**config.mk**
```make
export PLATFORM = sky130hd
export DESIGN_NAME = pdmspk_top
export DESIGN_NICKNAME = d
export VERILOG_FILES = /design/src/rtl/pdmspk_pkg.sv /design/src/rtl/pdmspk_phase.sv /design/src/rtl/pdmspk_sdm.sv /design/src/rtl/pdmspk_top.sv
export SDC_FILE = /design/constraint.sdc
export NUM_CORES = 1
export LEC_CHECK = 0
export BUFFER_PORTS_ARGS = -buffer_cell sky130_fd_sc_hd__buf_2
export CAP_MARGIN = 10
export CORE_ASPECT_RATIO = 1.4
export CORE_MARGIN = 2
export CORE_UTILIZATION = 60
export CTS_CLUSTER_DIAMETER = 150
export DETAILED_ROUTE_END_ITERATION = 8
export PLACE_DENSITY = 0.88
export SKIP_CTS_REPAIR_TIMING = 1
export SLEW_MARGIN = 15
export SYNTH_ARGS = -nofsm -noshare
export SYNTH_HDL_FRONTEND = slang
export SYNTH_HIERARCHICAL = 1
export SYNTH_SLANG_ARGS = --single-unit
export TNS_END_PERCENT = 50
```
**constraint.sdc**
```tcl
create_clock -name clk -period 9.53 [get_ports clk]
set_input_delay 2.859 -clock clk [delete_from_list [all_inputs] [get_ports clk]]
set_output_delay 2.859 -clock clk [all_outputs]
set_load 0.01 [all_outputs]
```
**src/rtl/pdmspk_pkg.sv**
```systemverilog
package pdmspk_pkg;

    // Output channel choice as carried on ch_sel_i
    typedef enum logic [1:0] {
        CH_RSVD  = 2'd0,
        CH_LEFT  = 2'd1,
        CH_RIGHT = 2'd2,
        CH_BOTH  = 2'd3
    } ch_mode_e;

    // Slot-mapping settings captured at each codec period boundary
    typedef struct packed {
        ch_mode_e mode;
        logic     swap;
    } slot_cfg_t;

    localparam slot_cfg_t SLOT_CFG_RST = '{mode: CH_BOTH, swap: 1'b0};

    localparam int NUM_CH  = 2;
    localparam int OSR_MIN = 32;

    // Codec periods per PCM sample for an oversampling select code
    function automatic int osr_len(input logic [1:0] sel);
        return OSR_MIN << sel;
    endfunction

endpackage

```
**src/rtl/pdmspk_phase.sv**
```systemverilog
module pdmspk_phase (
    input  logic clk,
    input  logic rst,
    output logic half_o,
    output logic bound_o,
    output logic idle_o,
    output logic codec_clk_o
);
    logic [1:0] ph_q;
    logic       idle_q;

    always_ff @(posedge clk) begin
        if (rst) begin
            ph_q   <= 2'd0;
            idle_q <= 1'b0;
        end else begin
            ph_q <= ph_q + 2'd1;
            if (ph_q == 2'd3) idle_q <= ~idle_q;
        end
    end

    assign half_o      = ph_q[1];
    assign bound_o     = (ph_q == 2'd3);
    assign idle_o      = idle_q;
    assign codec_clk_o = ~ph_q[1];

    // two cycles high, two cycles low, repeating
    p_clk_shape_r1: assert property (@(posedge clk) disable iff (rst)
        $rose(codec_clk_o) |=> codec_clk_o ##1 !codec_clk_o ##1 !codec_clk_o ##1 codec_clk_o);

endmodule

```
**src/rtl/pdmspk_sdm.sv**
```systemverilog
module pdmspk_sdm #(
    parameter int IN_W  = 24,
    parameter int ACC_W = 32
) (
    input  logic            clk,
    input  logic            rst,
    input  logic            step,
    input  logic            clr,
    input  logic [IN_W-1:0] x_i,
    output logic            bit_o
);
    localparam logic signed [ACC_W-1:0] FULL = ACC_W'(1) << (IN_W - 1);

    logic signed [ACC_W-1:0] i1_q, i2_q, i1_n, i2_n, fb, x_ext;
    logic                    y;

    assign x_ext = {{(ACC_W - IN_W){x_i[IN_W-1]}}, x_i};
    assign y     = ~i2_q[ACC_W-1];
    assign fb    = y ? FULL : -FULL;
    assign i1_n  = i1_q + x_ext - fb;
    assign i2_n  = i2_q + i1_n - fb;

    always_ff @(posedge clk) begin
        if (rst) begin
            i1_q  <= '0;
            i2_q  <= '0;
            bit_o <= 1'b0;
        end else if (step) begin
            if (clr) begin
                i1_q  <= '0;
                i2_q  <= '0;
                bit_o <= 1'b0;
            end else begin
                i1_q  <= i1_n;
                i2_q  <= i2_n;
                bit_o <= y;
            end
        end
    end

    // the modulator bit only changes on a step
    p_bit_hold_r4: assert property (@(posedge clk) disable iff (rst)
        !step |=> $stable(bit_o));

    // a clearing step leaves the integrators at zero
    p_clear_zero_r8: assert property (@(posedge clk) disable iff (rst)
        (step && clr) |=> (i1_q == '0 && i2_q == '0 && !bit_o));

endmodule

```
**src/rtl/pdmspk_top.sv**
```systemverilog
module pdmspk_top
    import pdmspk_pkg::*;
#(
    parameter int SAMPLE_W = 24,
    parameter int ACC_W    = 32
) (
    input  logic                clk,
    input  logic                rst,
    input  logic                en_i,
    input  logic [1:0]          osr_sel_i,
    input  logic [1:0]          ch_sel_i,
    input  logic                lr_swap_i,
    input  logic                fifo_valid_i,
    input  logic [SAMPLE_W-1:0] fifo_left_i,
    input  logic [SAMPLE_W-1:0] fifo_right_i,
    output logic                fifo_pop_o,
    output logic                codec_clk_o,
    output logic                pdm_dat_o,
    output logic                underflow_o
);
    localparam int CNT_W = $clog2(OSR_MIN << 3) + 1;

    logic half_w, bound_w, idle_w;

    pdmspk_phase u_phase (
        .clk         (clk),
        .rst         (rst),
        .half_o      (half_w),
        .bound_o     (bound_w),
        .idle_o      (idle_w),
        .codec_clk_o (codec_clk_o)
    );

    slot_cfg_t                         cfg_q;
    logic                              run_q;
    logic [CNT_W-1:0]                  cnt_q;
    logic [NUM_CH-1:0][SAMPLE_W-1:0]   samp_q;
    logic [NUM_CH-1:0][SAMPLE_W-1:0]   head_w;
    logic [NUM_CH-1:0][SAMPLE_W-1:0]   x_w;
    logic [NUM_CH-1:0]                 bit_w;
    logic                              load_w, clr_w, last_w;

    assign head_w[0]  = fifo_left_i;
    assign head_w[1]  = fifo_right_i;
    assign load_w     = bound_w && en_i && (cnt_q == '0);
    assign fifo_pop_o = load_w && fifo_valid_i;
    assign clr_w      = !en_i;
    assign last_w     = (cnt_q >= CNT_W'(osr_len(osr_sel_i) - 1));

    always_ff @(posedge clk) begin
        if (rst) begin
            cfg_q       <= SLOT_CFG_RST;
            run_q       <= 1'b0;
            cnt_q       <= '0;
            samp_q      <= '0;
            underflow_o <= 1'b0;
        end else if (bound_w) begin
            run_q      <= en_i;
            cfg_q.mode <= ch_mode_e'(ch_sel_i);
            cfg_q.swap <= lr_swap_i;
            if (!en_i) begin
                cnt_q       <= '0;
                underflow_o <= 1'b0;
            end else begin
                cnt_q <= last_w ? '0 : cnt_q + CNT_W'(1);
                if (fifo_pop_o)  samp_q      <= head_w;
                else if (load_w) underflow_o <= 1'b1;
            end
        end
    end

    // One modulator per channel; each steps at every period boundary
    for (genvar c = 0; c < NUM_CH; c++) begin : g_ch
        assign x_w[c] = fifo_pop_o ? head_w[c] : samp_q[c];
        pdmspk_sdm #(.IN_W(SAMPLE_W), .ACC_W(ACC_W)) u_sdm (
            .clk   (clk),
            .rst   (rst),
            .step  (bound_w),
            .clr   (clr_w),
            .x_i   (x_w[c]),
            .bit_o (bit_w[c])
        );
    end

    // Slot mapping: channel index 0 = left, 1 = right
    logic slot_ch, slot_on;

    always_comb begin
        slot_ch = half_w ^ cfg_q.swap;
        unique case (cfg_q.mode)
            CH_LEFT:  slot_on = (slot_ch == 1'b0);
            CH_RIGHT: slot_on = (slot_ch == 1'b1);
            default:  slot_on = 1'b1;
        endcase
        pdm_dat_o = (run_q && slot_on) ? bit_w[slot_ch] : idle_w;
    end

    // pops only with data, in the last low cycle of a period
    p_pop_valid_r10: assert property (@(posedge clk) disable iff (rst)
        fifo_pop_o |-> (fifo_valid_i && !codec_clk_o));

    p_pop_edge_r10: assert property (@(posedge clk) disable iff (rst)
        fifo_pop_o |=> codec_clk_o);

    // the underflow flag cannot drop while enabled
    p_uf_sticky_r7: assert property (@(posedge clk) disable iff (rst)
        (underflow_o && en_i) |=> underflow_o);

    // a stopped block shows the same bit in both halves
    p_idle_halves_r8: assert property (@(posedge clk) disable iff (rst)
        (!run_q && !codec_clk_o && $past(codec_clk_o)) |-> (pdm_dat_o == $past(pdm_dat_o)));

endmodule

```
## Word level (Yosys, flattened, before mapping)

Index checks and enable logic that the tools add are counted.

- Flip-flop bits (word level): 195
- Input bits: 57
- Output and inout bits: 4
- Logic and storage cells: 66

- $add $sub $neg: 11
- Order comparisons: 2
- Equal/unequal tests: 5
- Shift-type cells: 1
- Multiplexer cells: 19
- Bitwise gates (word level): 6
- Reduce and logical (&&, ||, !) cells: 7

Operators by type and width:

| operator | count |
|---|---|
| 32-bit 2-to-1 mux | 6 |
| 32-bit subtractor | 4 |
| 32-bit by 24-bit adder with 32-bit output | 2 |
| 32-bit adder | 2 |
| 24-bit 2-to-1 mux | 2 |
| 9-bit 2-to-1 mux | 2 |
| 9-bit by 1-bit adder with 9-bit output (second input constant) | 1 |
| 9-bit greater-or-equal comparator | 1 |
| 9-bit zero test | 1 |
| 6-bit by 2-bit << shifter with 9-bit output (first input constant) | 1 |
| 9-bit by 2-bit subtractor with 9-bit output (second input constant) | 1 |
| 1-bit 2-to-1 mux | 8 |
| 3-bit AND reduction | 2 |
| 1-bit NOT | 5 |
| 2-bit == test (second input constant) | 2 |
| 1-bit logical AND | 4 |
| 2-bit by 1-bit adder with 2-bit output (second input constant) | 1 |
| 2-bit by 1-bit == test with 1-bit output (second input constant) | 1 |
| 1-bit by 2-bit < comparator with 1-bit output (second input constant) | 1 |
| 2-bit by 1-bit inequality test with 1-bit output (second input constant) | 1 |
| 2-bit inequality test (second input constant) | 1 |
| 1-bit one-hot mux with 2 select lines | 1 |
| 1-bit bitwise XOR | 1 |

## Longest topological paths before layout

- Depth in word-level cells: 10
- Depth in mapped cells: 31
- Mapped depth without buffers: 29

## Cells and area by module

The synthesis kept the hierarchy.

By module, submodules not included:

| module | instances | cells each | area an instance (um2) | seq. area each (um2) |
|---|---|---|---|---|
| pdmspk_sdm at g_ch[1].u_sdm | 1 | 916 | 6946.7 | 1301.2 |
| pdmspk_sdm at g_ch[0].u_sdm | 1 | 931 | 6875.3 | 1301.2 |
| pdmspk_top | 1 | 255 | 2762.6 | 1241.2 |
| pdmspk_phase | 1 | 10 | 111.4 | 60.1 |

## Least setup slack after synthesis

No wires, ideal clock.

- Path kind: input to register
- From: in en_i
- To: reg g_ch[0].u_sdm.i2_q[31]
- Library setup time: 0.126 ns
- Data arrival time: 8.087 ns
- Data required time: 9.404 ns
- Slack: 1.317 ns
- Stages on the path: 28
- Buffers on the path: 1
- Path through: and2_1 -> nand4_1 -> buf_2 -> mux2_2 -> inv_1 -> ha_1 -> inv_1 -> ha_1 -> a21o_1 -> a31oi_1 -> o31ai_2 -> a221o_1 -> a21oi_2 -> o21ai_1 -> a21oi_1 -> xor2_1 -> fa_1 -> inv_1 -> ha_1 -> or2_2 -> a21oi_1 -> a21oi_1 -> a31oi_1 -> nand2_1 -> a211o_1 -> a311o_1 -> xnor2_1 -> o21ai_1

RTL lines:

| item | line | RTL |
|---|---|---|
| start, declared | pdmspk_top.sv:9 | `input logic en_i,` |
| end signal, assigned | pdmspk_sdm.sv:35 | `i2_q <= i2_n;` |
| end, declared | pdmspk_sdm.sv:14 | `logic signed [ACC_W-1:0] i1_q, i2_q, i1_n, i2_n, fb, x_ext;` |

==> impl_results.md <==
- Status: complete, no violations
- EDFF count, synth: 0
- DP Area: 17280 sq um
- Final ANT Viol Nets: 0
- Mapped Area: 16700 sq um
- Hold depth: 2
- GR Util met1: 27.74%
- Synth area leaders: dfxtp_1, ha_1, inv_1, a21oi_1, fa_1
- DR iter-0 viols: 895
- Synth cell types: 92
- Met2 Resource Use GR: 53.35%
- Via Count: 14634
- Max capacitance violation total: 0
- FILL cells: 2146
- Post-detail-place hpwl: 29780 um
- Post-Synth XOR/XNOR Area: 6.018%
- Dpl cells: 2484
- Fin worst setup slack: 0.8507 ns
- Root Buffer: clkbuf_16
- Routability Congestion: 0.9240
- Global-route wire length before repair: 67660 um
- GR peak layer: met2
- Fmax: 115.2 MHz
- Clock buffer depth: 2
- Non-Filler Instances: 2516
- Final net count: 2446
- Die height: 201.4 um
- Antenna violations before repair: 0
- Critical Path Fanout Max: 49
- Register bit total from synthesis: 195
- CTS buffer count: 17
- Synth Net Count: 2425
- Power consumption: 5.536 mW
- Max Slew Vio Count: 0
- Post-synth top area share: 23.38%
- Post-synthesis compound-gate area fraction: 20.83%
- Commonest cells in the netlist: inv_1, ha_1, dfxtp_1, nand2_1, a21oi_1
- Area added between synthesis and finish: 7.584%
- First-pass iteration count of the detailed router: 6
- Reg2Reg Setup Slack: 2.65 ns
- Core area: 27480 sq um
- Most common flop cell mapped by yosys: dfxtp_1
- CTS tree: yes
- Area of the multi-input gates: 10920 sq um
- Ys async rst share: 0%
- Largest net degree at the start of global routing: 50
- Post-Route WL: 40150 um
- Most frequent cell after synthesis: inv_1
- Critical path endpoint category: register
- Storage cell area: 3904 sq um
- R2r startpoint: cnt_q[0]
- RSZ-0062 raised after global routing: false
- IO Count: 61
- Hold_sp: g_ch[1].u_sdm/i2_q[27]
- Die Area: 29200 sq um
- Reg2Reg Depth: 28
- Chip width: 145.0 um
- DRC errors left: 0
- Worst EP arrival: 9.01 ns
- CP startpoint kind: primary input
- Mean Syn Cell Area: 7.905 sq um
- Hold Slack: 0.4457 ns
- Port buffer count: 60
- Tightest Hold Check Type: reg2reg
- Vias per cell: 5.816
- H-tree depth: 4
- Worst-Margin Slew: 1.109 ns
- Clock Latency Late Sink: 0.46 ns
- Diode count: 0
- Final setup viols: 0
- Fin area: 17960 sq um
- Clk_skew: 0.01820 ns
- Clk sinks: 195
- Total gr overflow: 0
- Reg2reg end: g_ch[0].u_sdm/i2_q[31]
- Simple-Gate Fraction of Synth Area: 14.05%
- Final setup TNS: 0 ns
- Overall global routing resource usage: 27.86%
- Register area share after synthesis: 23.38%
- LEAKAGE: 8.750 nW
- Tcrit/Tclk final: 91.07%
- Pwr Density: 308.2 nW/um^2
- Max IR drop VDD: 181.8 uV
- CP Data Required Time: 9.86 ns
- Crit path time final: 8.679 ns
- Worst-path clk slew: 0.08 ns
- GR Util met3: 4.104%
- Routed WL per cell: 15.96 um
- Dpl ws: 0.4939 ns
- Yosys top cell by area: dfxtp_1
- Hold Path End: g_ch[1].u_sdm/i2_q[27]
- Multiplexer share of the synthesized area: 3.942%
- Layout cell share with drive strength beyond 1: 8.947%
- Vias in the first global route: 15274
- Row cnt: 72
- Adder-cell share of the synthesized area: 20.44%
- Setup CP Type: in2reg
- Rel. slew slack: 25.64%
- Hold Fails Final Rpt: 0
- Final core utilization: 65.37%
- Starting Density: 60.77%
- Largest family of logic cells by synthesized area: compound AO/OA/AOI/OAI gates
- Yosys warnings: 6
- Synth Instances: 2112
## cell families (layout without fill, tap and decap cells)
kind of cell / count (synthesis) / in the layout
xor gates and xnor gates: 113 / 113
other: 1 / 1
AOI/OAI and AO/OA: 518 / 518
buffers and inverters: 497 / 531
adders and majority gates: 256 / 256
DFF: 195 / 195
muxes: 56 / 56
and+or+nand+nor: 476 / 476
## cell type report
type	instances	share of cell area, %
Sequential cell	195	21.73
Clock buffer	21	2.563
Clock inverter	11	1.198
Timing Repair Buffer	70	2.173
Inverter	429	8.965
Multi-Input combinational cell	1420	60.79
Tap cell	370	2.577
## power breakdown
group | switching (mW) | total (mW) | leakage, nW | internal, mW
Sequential | 0.0238 | 0.877 | 1.57 | 0.853
Clock | 0.343 | 0.832 | 0.329 | 0.488
Combinational | 2.23 | 3.83 | 6.85 | 1.60
Total | 2.60 | 5.54 | 8.75 | 2.94
## metal layers
layer  share of wire [%]  vias to the layer above
met5                   0                        -
met4                 5.7                        0
met3                 4.1                      175
met2                  53                      497
met1                  37                     6856
li1                    -                     7106
## worst max-delay path by stage
stage | start | endpoint | depth (start not counted)
after floorplan | en_i | g_ch[0].u_sdm/i2_q[31] | 28
after global placement | en_i | g_ch[0].u_sdm/i2_q[31] | 29
after detailed placement | en_i | g_ch[0].u_sdm/i2_q[31] | 29
after CTS | en_i | g_ch[0].u_sdm/i2_q[31] | 29
after global routing | en_i | g_ch[0].u_sdm/i2_q[31] | 29
final | en_i | g_ch[0].u_sdm/i2_q[31] | 27
## critical path, stage by stage
cell and delay, ns:
buf_2 0.11, and2_1 0.17, nand4_1 0.14, buf_12 0.31, mux2_2 0.39, inv_1 0.07, ha_1 0.14, inv_1 0.04
ha_1 0.35, a21o_1 0.14, a31oi_1 0.06, o31ai_2 0.45, a21oi_1 0.20, o21ai_0 0.68, xnor2_1 0.21, ha_1 0.32
inv_1 0.04, ha_1 0.38, nand2_1 0.08, nor4_1 0.65, nand3_1 0.15, a21o_1 0.18, nand2_1 0.14, a2111oi_0 0.13
a311o_1 0.35, xnor2_1 0.16, o21ai_1 0.08
## layout by cell type, fill, tap and decap left out, types with 13 or more instances in the layout
cell	instances
nor2_1	113
o211ai_1	13
a21oi_1	124
nand3_1	24
o22ai_1	28
nor3_1	19
ha_1	227
a22oi_1	25
clkbuf_16	17
o21ai_0	90
a31oi_1	18
and2_1	57
buf_2	59
nand2_1	140
o21ai_1	17
a21o_1	72
dfxtp_1	195
inv_1	428
o21a_1	15
xnor2_1	58
nor2b_1	39
xor2_1	54
mux2_2	42
fa_1	28
## state kept, by name (all words and copies together) (netlist names)
name	cells
g_ch.u_sdm/i1_q	64
g_ch.u_sdm/i2_q	64
samp_q	48
cnt_q	9
cfg_q	3
g_ch.u_sdm/bit_o	2
u_phase/ph_q	2
run_q	1
u_phase/idle_o	1
underflow_o	1
(Power assumes the default switching activity.)
